[config.mk]
export PLATFORM = sky130hd
export DESIGN_NAME = disp_refresh_ctrl
export DESIGN_NICKNAME = d
export VERILOG_FILES = /design/src/rtl/disp_refresh_pkg.sv /design/src/rtl/disp_scan.sv /design/src/rtl/disp_store.sv /design/src/rtl/disp_nibble.sv /design/src/rtl/disp_refresh_ctrl.sv
export SDC_FILE = /design/constraint.sdc
export NUM_CORES = 1
export LEC_CHECK = 0
export BUFFER_PORTS_ARGS = -buffer_cell sky130_fd_sc_hd__buf_2
export CAP_MARGIN = 20
export CORE_MARGIN = 2
export CORE_UTILIZATION = 40
export DETAILED_ROUTE_END_ITERATION = 7
export SLEW_MARGIN = 10
export SYNTH_ARGS = -nofsm -noshare
export SYNTH_HDL_FRONTEND = slang
export SYNTH_SLANG_ARGS = --single-unit
[constraint.sdc]
create_clock -name clk_i -period 1.7 [get_ports clk_i]
set_clock_uncertainty 0.2 [all_clocks]
set_input_delay 0.255 -clock clk_i [delete_from_list [all_inputs] [get_ports clk_i]]
set_output_delay 0.255 -clock clk_i [all_outputs]
set_load 0.01 [all_outputs]
[src/rtl/disp_refresh_pkg.sv]
package disp_refresh_pkg;
  localparam int CHAR_W = 8;
  localparam int NIB_W  = CHAR_W / 2;

  function automatic logic [CHAR_W-1:0] blank_code(input logic [1:0] sel);
    unique case (sel)
      2'b10:   blank_code = 8'h20;
      2'b11:   blank_code = 8'hFF;
      default: blank_code = 8'h00;
    endcase
  endfunction
endpackage

[src/rtl/disp_scan.sv]
module disp_scan #(
  parameter int DEPTH  = 16,
  parameter int PERIOD = 4,
  localparam int IDX_W = $clog2(DEPTH),
  localparam int CNT_W = $clog2(PERIOD)
) (
  input  logic             clk_i,
  input  logic             rst_ni,
  input  logic             wide_i,
  output logic [IDX_W-1:0] digit_o,
  output logic             first_o
);
  logic [CNT_W-1:0] cnt_q;
  logic [IDX_W-1:0] digit_q;
  logic [IDX_W-1:0] last;

  assign last = wide_i ? IDX_W'(DEPTH - 1) : IDX_W'(DEPTH / 2 - 1);

  always_ff @(posedge clk_i or negedge rst_ni) begin
    if (!rst_ni) begin
      cnt_q   <= '0;
      digit_q <= '0;
    end else if (cnt_q == CNT_W'(PERIOD - 1)) begin
      cnt_q   <= '0;
      digit_q <= (digit_q >= last) ? '0 : digit_q + 1'b1;
    end else begin
      cnt_q <= cnt_q + 1'b1;
    end
  end

  assign digit_o = digit_q;
  assign first_o = (cnt_q == '0);
endmodule

[src/rtl/disp_store.sv]
module disp_store #(
  parameter int DEPTH  = 16,
  parameter int DATA_W = 8,
  localparam int IDX_W = $clog2(DEPTH)
) (
  input  logic              clk_i,
  input  logic              rst_ni,
  input  logic              wide_i,
  input  logic              right_i,
  input  logic              wr_en_i,
  input  logic [DATA_W-1:0] wr_data_i,
  input  logic              clr_i,
  input  logic [DATA_W-1:0] fill_i,
  input  logic [IDX_W-1:0]  rd_idx_i,
  output logic [DATA_W-1:0] rd_data_o
);
  logic [DATA_W-1:0] mem [DEPTH];
  logic [IDX_W-1:0]  wptr_q;
  logic [IDX_W-1:0]  last;
  logic              wr_left, wr_right;

  assign last     = wide_i ? IDX_W'(DEPTH - 1) : IDX_W'(DEPTH / 2 - 1);
  assign wr_left  = wr_en_i && !right_i && !clr_i;
  assign wr_right = wr_en_i &&  right_i && !clr_i;

  always_ff @(posedge clk_i or negedge rst_ni) begin
    if (!rst_ni)      wptr_q <= '0;
    else if (clr_i)   wptr_q <= '0;
    else if (wr_left) wptr_q <= (wptr_q >= last) ? '0 : wptr_q + 1'b1;
  end

  for (genvar g = 0; g < DEPTH; g++) begin : g_ent
    logic [DATA_W-1:0] q_r, nxt;

    if (g == DEPTH - 1) begin : g_top
      always_comb begin
        nxt = q_r;
        if (clr_i)                                     nxt = fill_i;
        else if (wr_right && last == IDX_W'(g))        nxt = wr_data_i;
        else if (wr_left && wptr_q == IDX_W'(g))       nxt = wr_data_i;
      end
    end else begin : g_low
      always_comb begin
        nxt = q_r;
        if (clr_i)                                     nxt = fill_i;
        else if (wr_right && last == IDX_W'(g))        nxt = wr_data_i;
        else if (wr_right && IDX_W'(g) < last)         nxt = mem[g+1];
        else if (wr_left && wptr_q == IDX_W'(g))       nxt = wr_data_i;
      end
    end

    always_ff @(posedge clk_i or negedge rst_ni) begin
      if (!rst_ni) q_r <= '0;
      else         q_r <= nxt;
    end

    assign mem[g] = q_r;
  end

  assign rd_data_o = mem[rd_idx_i];
endmodule

[src/rtl/disp_nibble.sv]
module disp_nibble #(
  parameter int W = 4
) (
  input  logic         clk_i,
  input  logic         rst_ni,
  input  logic [W-1:0] src_i,
  input  logic [W-1:0] fill_i,
  input  logic         inh_i,
  input  logic         blk_i,
  output logic [W-1:0] q_o
);
  always_ff @(posedge clk_i or negedge rst_ni) begin
    if (!rst_ni)     q_o <= '0;
    else if (blk_i)  q_o <= fill_i;
    else if (!inh_i) q_o <= src_i;
  end
endmodule

[src/rtl/disp_refresh_ctrl.sv]
module disp_refresh_ctrl
  import disp_refresh_pkg::*;
#(
  parameter int DEPTH  = 16,
  parameter int PERIOD = 4,
  localparam int IDX_W = $clog2(DEPTH)
) (
  input  logic              clk_i,
  input  logic              rst_ni,
  input  logic [1:0]        mode_i,
  input  logic              wr_en_i,
  input  logic [CHAR_W-1:0] wr_data_i,
  input  logic              clr_i,
  input  logic [1:0]        code_sel_i,
  input  logic              inh_a_i,
  input  logic              inh_b_i,
  input  logic              blk_a_i,
  input  logic              blk_b_i,
  output logic [IDX_W-1:0]  digit_o,
  output logic [NIB_W-1:0]  nib_a_o,
  output logic [NIB_W-1:0]  nib_b_o,
  output logic              blank_o
);
  logic [CHAR_W-1:0] fill, cur_char;
  logic [1:0]        inh_v, blk_v;
  logic [NIB_W-1:0]  nib_q [2];

  assign fill  = blank_code(code_sel_i);
  assign inh_v = {inh_b_i, inh_a_i};
  assign blk_v = {blk_b_i, blk_a_i};

  disp_scan #(.DEPTH(DEPTH), .PERIOD(PERIOD)) scan_i (
    .clk_i   (clk_i),
    .rst_ni  (rst_ni),
    .wide_i  (mode_i[0]),
    .digit_o (digit_o),
    .first_o (blank_o)
  );

  disp_store #(.DEPTH(DEPTH), .DATA_W(CHAR_W)) store_i (
    .clk_i     (clk_i),
    .rst_ni    (rst_ni),
    .wide_i    (mode_i[0]),
    .right_i   (mode_i[1]),
    .wr_en_i   (wr_en_i),
    .wr_data_i (wr_data_i),
    .clr_i     (clr_i),
    .fill_i    (fill),
    .rd_idx_i  (digit_o),
    .rd_data_o (cur_char)
  );

  for (genvar n = 0; n < 2; n++) begin : g_nib
    disp_nibble #(.W(NIB_W)) nib_i (
      .clk_i  (clk_i),
      .rst_ni (rst_ni),
      .src_i  (cur_char[n*NIB_W +: NIB_W]),
      .fill_i (fill[n*NIB_W +: NIB_W]),
      .inh_i  (inh_v[n]),
      .blk_i  (blk_v[n]),
      .q_o    (nib_q[n])
    );
  end

  assign nib_a_o = nib_q[0];
  assign nib_b_o = nib_q[1];
endmodule

---- Word-level counts from Yosys, hierarchy flattened ----
Cells that the tools add are included.
operators by class
  add/subtract/negate cells ............... 3
  order comparisons ....................... 18
  equal/unequal tests ..................... 35
  muxes and demuxes ....................... 77
  bitwise logic cells ..................... 1
  reduce and logical (&&, ||, !) cells .... 73
operator list
  cell                                                       number
  two-way mux 8 bit                                          65
  equality test 4 bit, second input constant                 16
  nonzero test 4 bit                                         15
  logical AND 1 bit                                          51
  two-way mux 4 bit                                          9
  binary-select mux 8 bit (select 4 bit)                     1
  equality test 4 x 3 -> 1 bit, second input constant        8
  less-than comparator 4 bit, first input constant           7
  equality test 4 x 2 -> 1 bit, second input constant        4
  less-than comparator 3 x 4 -> 1 bit, first input constant  4
  case mux 8 bit (2 select lines)                            1
  adder 4 x 1 -> 4 bit, second input constant                2
  equality test 4 x 1 -> 1 bit, second input constant        2
  greater-or-equal comparator 4 bit                          2
  logical NOT 4 bit                                          2
  less-than comparator 1 x 4 -> 1 bit, first input constant  2
  less-than comparator 2 x 4 -> 1 bit, first input constant  2
  equality test 2 bit, second input constant                 3
  greater-or-equal comparator 5 bit, second input constant   1
  inverter 4 -> 5 bit                                        1
  != test 2 x 1 -> 1 bit, second input constant              2
  nonzero test 3 bit                                         1
  adder 2 x 1 -> 2 bit, second input constant                1
  logical NOT 1 bit                                          2
  other kinds (3)                                            3
storage, ports and cells
  register bits ........................... 146
  input bits .............................. 20
  output and inout bits ................... 13
  logic and storage cells ................. 228

---- Logic depth before layout (Yosys ltp) ----
  word-level depth ........................ 8
  depth in mapped cells ................... 7
  gate-level depth less buffers ........... 6

---- By module ----
From an unflattened synthesis, not the netlist that was laid out.
second synthesis, totals
  cell total of the unflattened synthesis .. 798
  area, all modules ....................... 8191.6 um2
by module, submodules not included
  module             times used  cells an instance  area each (um2)  seq. area each (um2)
  disp_store         1           733                7482.2           3303.2
  disp_nibble        2           17                 186.4            100.1
  disp_scan          1           29                 326.6            150.1
  disp_refresh_ctrl  1           2                  10.0             0.0

---- Worst setup path after synthesis ----
Ideal clock, no wire load.
  path kind ............................... register -> register
  start point ............................. reg scan_i.digit_q[0], in the netlist scan_i.digit_o[0]
  end point ............................... reg g_nib[0].nib_i.q_o[0]
  setup time .............................. 124 ps
  arrival time ............................ 1559 ps
  required time ........................... 1376 ps
  slack ................................... -182 ps
  stages on the path, launching flop included .. 6
  buffers on the path ..................... 1
  clock period less this slack ............ 1882 ps
  cell sequence ........................... dfrtp_1 buf_4 mux4_2 a221o_1 a21oi_1 o21ai_1
between the ends
  longest elaborated chain between the ends .. 6
ends and longest elaborated chain
  item                                                  RTL line           text
  start: declaration                                    disp_scan.sv:14    logic [IDX_W-1:0] digit_q;
  start signal: assignment                              disp_scan.sv:25    digit_q <= (digit_q >= last) ? '0 : digit_q + 1'b1;
  inverter 4 -> 5 bit (implied by the code)             disp_store.sv:60   assign rd_data_o = mem[rd_idx_i];
  binary-select mux 8 bit (select 4 bit)                disp_store.sv:60
  two-way mux 8 bit (implied by the code) (2 in a row)  disp_store.sv:60
  two-way mux 4 bit                                     disp_nibble.sv:15  else if (!inh_i) q_o <= src_i;
  two-way mux 4 bit                                     disp_nibble.sv:14  else if (blk_i) q_o <= fill_i;
  end signal: assignment                                disp_nibble.sv:14
  end signal: assignment                                disp_nibble.sv:15
  end: declaration                                      disp_nibble.sv:10  output logic [W-1:0] q_o
Every way passes these cells. The select of a mux whose other input is x is not followed.
A chain may end at the register's enable or synchronous reset.

---- Final worst setup path ----
  start point ............................. reg store_i.wptr_q[1]
  end point ............................... reg store_i.g_ent[12].q_r[5]
between the ends
  longest elaborated chain between the ends .. 3
ends and longest elaborated chain
  item                          RTL line          text
  start: declaration            disp_store.sv:18  logic [IDX_W-1:0] wptr_q;
  start signal: assignment      disp_store.sv:29  else if (wr_left) wptr_q <= (wptr_q >= last) ? '0 : wptr_q + 1'b1;
  equality test 4 bit           disp_store.sv:48  else if (wr_left && wptr_q == IDX_W'(g)) nxt = wr_data_i;
  logical AND 1 bit             disp_store.sv:48
  nonzero test 4 bit (no line)  -
  end signal: assignment        disp_store.sv:54  else q_r <= nxt;
  end: declaration              disp_store.sv:33  logic [DATA_W-1:0] q_r, nxt;
Every way passes these cells.

==> metrics.cfg <==
[outcome]
outcome=finished with violations
violations=setup timing

[final_layout]
antenna_cells=0
final_cell_mix=dfrtp_1, a21oi_1, nand2_1
final-seq-area_um2=3664
n_fill_cell=1666
syn_to_final_growth_pct=36.50
multi_input_area_um2=4368
fin_nets=961
drive_gt1_frac=0.3633
finalInstanceArea_um2=11030
final_common_cell=dfrtp_1

[grt]
first_global_vias=6627
gr-total-overflow=0
grt_usage=0.2315
grt_max_degree=42
grt_first_pass_wirelength_mm=38.11
antenna_found_initial=0

[worst_hold_path]
hp-class=input port to flip-flop
min_from=wr_data_i[4]

[route]
met3_length_mm=1.280
wirelength_mm=24.23
drt-met1-wl_mm=10.92
met2RoutedLength_mm=11.72
first_pass_iters=5
final_antenna_net_count=0
vias_per_cell=5.462
wire_per_inst_um=20.04
routed.top_layer=met4
drcViolationCount=0
first_iter_violations=488
vias=6603

[timing]
fin_crit_ns=1.884
setup_viol=116
grt_setup_unrepaired=yes
relSlewSlack=0.6116
fin_crit_sh=1.109
fin_ws_ns=-0.1845
drv_slew=0
fmax_mhz=530.7
finalHoldViolCount=0
tightest_slew_ns=0.5826

[cts]
clkLatencyLatePin_ns=0.43
clk_pin_slew_ns=0.06
cts_root_buffer=clkbuf_16
clock_sinks=146
cts_max_path_buffers=2
cts_buffers=17
htree_levels=4
cts_tree=built

[power]
ir_drop_mv=0.7917
swShare=0.3226
p_seq_frac=0.370
p_switching_mw=3.870
combPwrFrac=0.319
powerDensity_nw_per_um2=1088
p_clk_frac=0.310
total_power_mw=12.00
leakagePower_nw=4.930
intPower_mw=8.127

[placement]
postPlaceCellArea_um2=9345
place_congestion=0.8731
io_buffers=32
preCtsSetupSlack_ns=-0.2116
hpwl_mm=15.88

[worst_setup_path]
cp-startpoint=store_i.wptr_q[1]
cp.arrival_ns=1.99
path_cells=inv_4 -> buf_6 -> ha_4 -> inv_4 -> o31ai_4 -> buf_6 -> mux2_4
critical_path.max_stage_delay_ns=0.47
crit-reg2reg-launch=store_i.wptr_q[1]
crit_fanout=4
setup.worst_path.start_class=flip-flop
critPathSlowestCell=dfrtp_2
required_ns=1.81
critPathCaptureType=flip-flop
crit_type=flip-flop to flip-flop

[logic_synthesis]
yosys_warnings=0
ys_async_sr_fraction=1.000
ys.flop_type=dfrtp_1
ys_ff_latch=146
synth.avg_cell_area_um2=10.29
synth_cells=785
ys_types=47
synth_edf_count=0
ys_seq_area_frac=0.4522
synth_area_um2=8080
syn_nets=815

[floorplanning]
die_width_um=146.1
dieHeight_um=146.1
core_um2=19650
initial_utilization=0.4111
pin_count=33
num_rows=51
fp.dieArea_um2=21350

[run]
cap_violations=0

critical path, delay by kind of cell (launching register included):
kind	cells	cell delay, ns
buffers and inverters	4	0.41
muxes	1	0.28
adders and majority gates	1	0.14
AOI/OAI and AO/OA	1	0.27
DFF	1	0.47
state kept, by name (all words and copies together), names as in the netlist:
signal,flops
scan_i.cnt_q,2
g_nib.nib_i.q_o,8
store_i.wptr_q,4
scan_i.digit_o,4
store_i.g_ent.q_r,128
path summary, 6_finish.rpt:
path                       cells past startpoint  slack [ns]                        to
hold / removal                                 3        0.01  store_i.g_ent[15].q_r[4]
setup / recovery                               7       -0.18  store_i.g_ent[12].q_r[5]
setup reg to reg                               7       -0.18  store_i.g_ent[12].q_r[5]
min in group asynchronous                      2        0.09         scan_i.digit_o[1]
hold reg to reg                                1        0.26           scan_i.cnt_q[0]
max in group asynchronous                      3        0.64  store_i.g_ent[10].q_r[1]
cells by family after synthesis:
| logic type | share of synthesized area |
|---|---|
| multiplexers | 0.1807 |
| AND/OR/NAND/NOR | 0.09879 |
| AO/OA/AOI/OAI | 0.1810 |
| adder cells (fa/ha/maj) | 0.01548 |
| flip-flops | 0.4522 |
| buffers and inverters | 0.07185 |
synth_stat cells (all sizes together) (5+ instances only):
cell type	count	area, µm²
mux2	13	146.4
ha	10	125.1
o21ai	24	146.4
a21o	13	97.59
nor2	56	210.2
a31oi	52	340.3
mux2i	75	750.7
o22a	7	61.31
o31ai	8	156.4
dfrtp	146	3654
nor2b	5	31.28
a21oi	103	523.0
mux4	25	563.0
buf	39	306.5
inv	67	251.5
clkbuf	6	22.52
nand2	88	330.3
nand3	10	50.05
power by group through the flow:
stage / clock, mW / combinational (mW) / sequential [mW]
3_5_place_dp: 0 / 3.17 / 4.46
4_1_cts: 3.78 / 3.73 / 4.41
5_1_grt: 3.97 / 4.11 / 4.50
6_report: 3.72 / 3.83 / 4.44
3_3_place_gp: 0 / 3.12 / 4.46
2_1_floorplan: 0 / 2.07 / 4.34
per-layer routing:
metal  vias up  track usage
li1       3107            -
met1      3290       0.3206
met2       186       0.3724
met3        20      0.05063
met4         0      0.05777
met5         -            0
area by class of cell:
class	instances	share of cell area
clock buffers	20	0.04231
inverters	67	0.02416
flip-flops and latches	146	0.3322
repair buffers	171	0.1643
well taps	265	0.03006
clock inverters	12	0.01100
multi-input cells	528	0.3960
timing repair:
item | 4_1_cts | 5_1_grt
endpoints found under the hold margin | 154 | 0
hold buffers | 9 | 0
setup buffers | 28 | 6
pin swaps | 21 | 28
endpoints found under the setup margin | 144 | 143
resized for setup | 81 | 98
gates cloned | 7 | 2
metrics by stage:
stage	cells	TNS (ns)	hold WS, ns	utilization
floorplan	785	-1.047	-0.2406	-
global placement	1128	-13.06	-0.01793	0.4755
detailed placement	1128	-16.06	-0.01919	0.4755
CTS	1203	-5.232	0.0002787	0.5420
global route	1209	-16.26	0.02305	0.5612
finish	1209	-9.904	0.01299	0.5612
No activity file was read; power rests on OpenSTA's default activity.
